`config.mk`:
```
export PLATFORM = sky130hd
export DESIGN_NAME = uart_fifo_flags
export DESIGN_NICKNAME = d
export VERILOG_FILES = /design/src/rtl/uff_pkg.sv /design/src/rtl/uff_occ_mon.sv /design/src/rtl/uff_sticky_flag.sv /design/src/rtl/uart_fifo_flags.sv
export SDC_FILE = /design/constraint.sdc
export NUM_CORES = 1
export LEC_CHECK = 0
export BUFFER_PORTS_ARGS = -buffer_cell sky130_fd_sc_hd__buf_2
export CAP_MARGIN = 20
export CORE_AREA = 2 2 39 41
export DETAILED_ROUTE_END_ITERATION = 8
export DIE_AREA = 0 0 41 43
export SLEW_MARGIN = 15
export SYNTH_ARGS = -nofsm -noshare
export SYNTH_HDL_FRONTEND = slang
export SYNTH_HIERARCHICAL = 1
export SYNTH_SLANG_ARGS = --single-unit
```
`constraint.sdc`:
```
create_clock -name clk -period 1 [get_ports clk]
set_clock_uncertainty 0.15 [all_clocks]
set_input_delay 0 -clock clk [delete_from_list [all_inputs] [get_ports clk]]
set_output_delay 0 -clock clk [all_outputs]
set_load 0.03 [all_outputs]
```
`src/rtl/uff_pkg.sv`:
```
package uff_pkg;
  // Bit positions inside the status byte; the host decodes these.
  localparam int unsigned POS_TX_EMPTY = 7;
  localparam int unsigned POS_RX_EMPTY = 6;
  localparam int unsigned POS_TX_OVF   = 1;
  localparam int unsigned POS_RX_UNF   = 0;
  localparam int unsigned NUM_STICKY   = 2;

  typedef struct packed {
    logic       tx_empty;
    logic       rx_empty;
    logic [3:0] zero;
    logic       tx_ovf;
    logic       rx_unf;
  } uff_status_t;
endpackage

```
`src/rtl/uff_occ_mon.sv`:
```
module uff_occ_mon #(
  parameter int unsigned DEPTH = 16,
  localparam int unsigned LW = $clog2(DEPTH + 1)
) (
  input  logic          clk,
  input  logic          rst_n,
  input  logic [LW-1:0] level,
  output logic          empty,
  output logic          full
);
  localparam logic [LW-1:0] LVL_MAX = LW'(DEPTH);

  always_comb begin
    empty = (level == '0);
    full  = (level == LVL_MAX);
  end

  // the FIFO cannot be empty and full at the same time
  a_r2_empty_not_full: assert property (@(posedge clk) disable iff (!rst_n)
    !(empty && full));
  a_r3_level_in_range: assert property (@(posedge clk) disable iff (!rst_n)
    level <= LVL_MAX);
endmodule

```
`src/rtl/uff_sticky_flag.sv`:
```
module uff_sticky_flag (
  input  logic clk,
  input  logic rst_n,
  input  logic set_ev,
  input  logic clr_ev,
  output logic q
);
  logic q_next;
  logic q_en;

  always_comb begin
    q_en   = set_ev | clr_ev;
    q_next = set_ev ? 1'b1 : 1'b0;   // set wins over clear
  end

  always_ff @(posedge clk or negedge rst_n) begin
    if (!rst_n)    q <= 1'b0;
    else if (q_en) q <= q_next;
  end

  a_r8_set_wins: assert property (@(posedge clk) disable iff (!rst_n)
    set_ev |=> q);
  a_r7_w1c_clears: assert property (@(posedge clk) disable iff (!rst_n)
    (clr_ev && !set_ev) |=> !q);
  a_r7_idle_holds: assert property (@(posedge clk) disable iff (!rst_n)
    (!clr_ev && !set_ev) |=> $stable(q));
endmodule

```
`src/rtl/uart_fifo_flags.sv`:
```
module uart_fifo_flags #(
  parameter int unsigned TX_DEPTH = 16,
  parameter int unsigned RX_DEPTH = 16,
  localparam int unsigned TX_LW = $clog2(TX_DEPTH + 1),
  localparam int unsigned RX_LW = $clog2(RX_DEPTH + 1)
) (
  input  logic             clk,
  input  logic             rst_n,
  input  logic [TX_LW-1:0] tx_level,
  input  logic             tx_push,
  input  logic [RX_LW-1:0] rx_level,
  input  logic             rx_pop,
  input  logic             host_wr,
  input  logic [7:0]       host_wdata,
  output logic [7:0]       host_rdata,
  input  logic             tx_ovf_ie,
  input  logic             rx_unf_ie,
  output logic             irq
);
  import uff_pkg::*;

  localparam int unsigned NS = NUM_STICKY;

  // Reset: asserts at once, releases on the clock
  logic [1:0] rst_sync_q;
  logic       rst_core_n;

  always_ff @(posedge clk or negedge rst_n) begin
    if (!rst_n) rst_sync_q <= 2'b00;
    else        rst_sync_q <= {rst_sync_q[0], 1'b1};
  end
  assign rst_core_n = rst_sync_q[1];

  // Occupancy decode
  logic tx_empty, tx_full, rx_empty, rx_full;

  uff_occ_mon #(.DEPTH(TX_DEPTH)) u_tx_occ (
    .clk(clk), .rst_n(rst_core_n), .level(tx_level),
    .empty(tx_empty), .full(tx_full)
  );
  uff_occ_mon #(.DEPTH(RX_DEPTH)) u_rx_occ (
    .clk(clk), .rst_n(rst_core_n), .level(rx_level),
    .empty(rx_empty), .full(rx_full)
  );

  // Sticky flags: index 1 = transmit overflow, index 0 = receive underflow
  logic [NS-1:0] set_vec, clr_vec, flag_q, ie_vec;

  always_comb begin
    set_vec[POS_TX_OVF] = tx_push & tx_full;
    set_vec[POS_RX_UNF] = rx_pop  & rx_empty;
    clr_vec = {NS{host_wr}} & host_wdata[NS-1:0];
    ie_vec[POS_TX_OVF] = tx_ovf_ie;
    ie_vec[POS_RX_UNF] = rx_unf_ie;
  end

  for (genvar g = 0; g < NS; g++) begin : g_flag
    uff_sticky_flag u_flag (
      .clk(clk), .rst_n(rst_core_n),
      .set_ev(set_vec[g]), .clr_ev(clr_vec[g]), .q(flag_q[g])
    );
  end

  // Read path and interrupt
  uff_status_t stat;

  always_comb begin
    stat          = '0;
    stat.tx_empty = tx_empty;
    stat.rx_empty = rx_empty;
    stat.tx_ovf   = flag_q[POS_TX_OVF];
    stat.rx_unf   = flag_q[POS_RX_UNF];
    host_rdata    = stat;
    irq           = |(flag_q & ie_vec);
  end

  a_r5_ovf_sets: assert property (@(posedge clk) disable iff (!rst_core_n)
    (tx_push && tx_level == TX_LW'(TX_DEPTH)) |=> host_rdata[1]);
  a_r6_unf_sets: assert property (@(posedge clk) disable iff (!rst_core_n)
    (rx_pop && rx_level == '0) |=> host_rdata[0]);
  a_r6_rx_full_nonempty: assert property (@(posedge clk) disable iff (!rst_core_n)
    rx_full |-> !host_rdata[6]);
  a_r10_irq_off_disabled: assert property (@(posedge clk) disable iff (!rst_core_n)
    (!tx_ovf_ie && !rx_unf_ie) |-> !irq);
  a_r9_hi_write_inert: assert property (@(posedge clk) disable iff (!rst_core_n)
    (host_wr && host_wdata[7:2] != '0) |=> host_rdata[5:2] == 4'h0);
  a_r11_no_early_flag: assert property (@(posedge clk) disable iff (!rst_core_n)
    (!host_rdata[1] && !(tx_push && tx_level == TX_LW'(TX_DEPTH))) |=> !host_rdata[1]);
endmodule

```
; ---- Word-level counts from Yosys, hierarchy flattened
; Index checks and enable logic that the tools add are counted.
[op_classes]
n_eq_ne = 1
muxes = 2
bitwise_logic = 6
reduce_logical = 3
[op_table]
columns = op, count
row1 = $logic_not 5->1, 2
row2 = $eq 5x5->1 const B, 1
row3 = $and 2x2->2, 2
row4 = $and 1x1->1, 2
row5 = $mux 1, 2
row6 = $or 1x1->1, 2
row7 = $reduce_or 2->1, 1
[word_totals]
regBits = 4
in_bits = 25
output_inout_bits = 9
word_cells = 15

; ---- Longest topological paths before layout
[depth]
word_depth = 3
ltp_mapped = 4
depth_no_buf = 4

; ---- Modules after synthesis
; The synthesis kept the hierarchy.
[modules_own_cells]
columns = mod, n_inst, cells_per_inst, area_each_um2, seq_area_each_um2
row1 = uart_fifo_flags, 1, 15, 136.4, 50.0
row2 = uff_sticky_flag, 2, 3, 36.3, 25.0
row3 = uff_occ_mon, 2, 4, 22.5, 0.0

; ---- Least setup slack after synthesis
; Ideal clock, no wire load.
[synth_timing]
path_type = in2reg
from = input port rx_level[1]
to = register g_flag[0].u_flag.q
setup_time_ns = 0.064
t_arrival_ns = 0.819
t_required_ns = 0.786
slack_ns = -0.033
path_stages = 4
n_path_buf = 0
path_cell_list = or4_4 nor2_1 and2_1 a21o_1
[synth_via]
elab_chain_cells = 3
word_cells_on_any_way = 4
classes_between = mux: 1 / bitwise: 2 / reduce/logical: 1
[synth_lines]
columns = element, line
row1 = start: declaration, uart_fifo_flags.sv:11  ; input logic [RX_LW-1:0] rx_level,
row2 = $logic_not 5->1 *, uff_occ_mon.sv:14  ; empty = (level == '0);
row3 = via rx_empty, uart_fifo_flags.sv:35  ; logic tx_empty, tx_full, rx_empty, rx_full;
row4 = $and 1x1->1 *, uart_fifo_flags.sv:51  ; set_vec[POS_RX_UNF] = rx_pop & rx_empty;
row5 = via set_vec[0], uart_fifo_flags.sv:47  ; logic [NS-1:0] set_vec, clr_vec, flag_q, ie_vec;
row6 = $mux 1 / $or 1x1->1 (equally long branches), "uff_sticky_flag.sv:13, uff_sticky_flag.sv:12"
row7 = end signal: assignment, uff_sticky_flag.sv:18  ; else if (q_en) q <= q_next;
row8 = end: declaration, uff_sticky_flag.sv:6  ; output logic q
; Mark *: on every way through the listed nets, which the timed path passes. The rest lies on a longest branch.
; A chain may end at the register's enable or synchronous reset.

; ---- Final worst setup path
[layout_timing]
from = register g_flag[0].u_flag.q
to = output port irq
[layout_via]
elab_chain_cells = 2
[layout_lines]
columns = element, line
row1 = $and 2x2->2, uart_fifo_flags.sv:74  ; irq = |(flag_q & ie_vec);
row2 = $reduce_or 2->1, uart_fifo_flags.sv:74
row3 = end: declaration, uart_fifo_flags.sv:18  ; output logic irq
; No other way between the ends.

==> results.txt <==
Non-filler cells, final: 73
Row Count: 14
Fin. Hold Viols: 0
Crit path kind: flop to output port
Critical Path Fanout Max: 2
Syn Inst Count: 27
Synthesized cell area: 246.5 µm²
Worst EP required: 0.85 ns
Pre-CTS setup slack: -0.1478 ns
Final Cycle Share: 1.124
Fin nets: 84
CTS tree: built
GRT Util Overall: 0.08065
Initial Util: 0.1781
Clk buf depth: 2
Vias per cell: 3.726
Vias in the first global route: 265
CP Capture Type: output port
Final setup margin: -0.1243 ns
Initial drt markers: 2
DIE AREA: 1763 µm²
TritonCTS Buffers: 3
Vias: 272
CP endpoint: irq
Ant. Diodes: 0
PD cells: 1005 nW/µm²
Final RePlAce weighted congestion: 0.5717
Final hold slack: 0.01337 ns
R2R cell count: 2
Syn_area_per_cell: 9.129 µm²
Share of layout cells above drive strength 1: 0.5789
DR DRC count: 0
Max incr delay on CP: 0.37 ns
Origin of the worst setup path: g_flag[0].u_flag/q$_DFFE_PN0P_
Root Driver: clkbuf_4
Final WL: 543 µm
Tmin final: 1.124 ns
RR Startpoint: g_flag[0].u_flag/q$_DFFE_PN0P_
DRT Pass-1 Iters: 2
CP Buf/Inv Count: 1
Final setup vio count: 5
Crit path cell chain: a22o_2 > buf_6
Die extent in y: 43 µm
VDD IR-drop max: 0.4330 mV
WP data arrival: 0.97 ns
Number of I/O pins: 34
HPWL Detailed: 421.2 µm
Worst Setup Start Kind: flop
Top delay family on crit path: flip-flops
Levels on crit path: 2
Die width: 41 µm
Max-slew violation count: 0
Post-route ant nets: 0
Number of clock sinks: 4
Leak pwr: 0.0002781 µW
Core Area: 1384 µm²
RSZ-0062 raised after global routing: true
Pin count of the biggest net entering global routing: 3
Status: complete, but fails checks
Max cap viols: 0
Fmax: 889.4 MHz
R2r setup slk: 0.06 ns
Congestion Overflow GR: 0
CTS clk-pin slew, worst paths: 0.04 ns
First-pass GRT wire length: 917 µm
Worst path slowest cell: dfrtp_1
CTS H-tree depth: 1
WL/cell: 7.438 µm
Placed cell count: 63
Initial antenna violation count: 0
Skew-Pair Late Insertion Delay: 0.23 ns
Failing checks: setup timing
Input/output buffers: 23
Yosys warns: 6
Synthesis-to-finish area growth: 102.5%
Worst min path class: primary input to flop
R2r endpoint: g_flag[0].u_flag/q$_DFFE_PN0P_
[where the power goes]
part / internal, µW / switching, µW / total (µW)
Clock: 134 / 60.4 / 194
Sequential: 170 / 2.82 / 173
Combinational: 71.7 / 62.4 / 134
[placed cells by master, fill, tap and decap left out, drive strengths merged, types with 2 or more instances in the layout]
| cell type | n |
|---|---|
| dlygate4sd3 | 5 |
| or4 | 2 |
| buf | 25 |
| nor2 | 3 |
| inv | 3 |
| dfrtp | 4 |
| clkbuf | 3 |
| a21o | 2 |
| conb | 5 |
| and2 | 4 |
[layout make-up]
class | instances | area, µm²
fill | 145 | 884.6
timing repair buffer | 30 | 227.7
multi-input combinational | 17 | 117.6
sequential | 4 | 100.1
clock buffer | 3 | 22.52
tap | 16 | 20.02
inverter | 3 | 11.26
[worst min path at each step]
stage,from,end,slack (ns),cells past startpoint
after floorplan,rst_n,rst_sync_q[0]$_DFF_PN0_,-0.45,0
after global placement,rst_n,rst_sync_q[0]$_DFF_PN0_,-0.36,1
after detailed placement,rst_n,rst_sync_q[0]$_DFF_PN0_,-0.36,1
after CTS,host_wdata[1],g_flag[1].u_flag/q$_DFFE_PN0P_,0.01,4
after global routing,host_wdata[1],g_flag[1].u_flag/q$_DFFE_PN0P_,0.02,4
final,host_wdata[1],g_flag[1].u_flag/q$_DFFE_PN0P_,0.01,4
[registers in the layout, indices dropped and copies added, names as in the netlist]
register and count:
g_flag.u_flag/q 2, rst_sync_q 2
[metal layers]
metal | wire (µm) | GRT usage
met2 | 311 | 0.1344
met3 | 57 | 0.06283
met1 | 174 | 0.06189
met4 | 0 | 0.04000
met5 | 0 | 0
[worst min-delay path: stages]
cell	delay [ns]
buf_2	0.09
and2_1	0.12
inv_1	0.05
a21o_1	0.10
[timing repair]
action | 4_1_cts | 5_1_grt
pin swaps | 1 | 1
hold buffers | 5 | 0
endpoints found under the hold margin | 6 | 0
buffers inserted | 2 | 0
endpoints found under the setup margin | 3 | 5
gates resized for setup | 16 | 0
[stage by stage]
stage | power [µW] | cell area (µm²) | util | TNS (ns)
after floorplan | 240.3 | 261.5 | - | -0.006578
after global placement | 268.2 | 351.6 | 0.2541 | -0.3366
after detailed placement | 270.5 | 351.6 | 0.2541 | -0.4104
after CTS | 516.1 | 499.2 | 0.3608 | -0.1971
after global routing | 541.1 | 499.2 | 0.3608 | -0.3116
final | 501.6 | 499.2 | 0.3608 | -0.1565
Note: power is estimated with default switching activity, not from simulation.
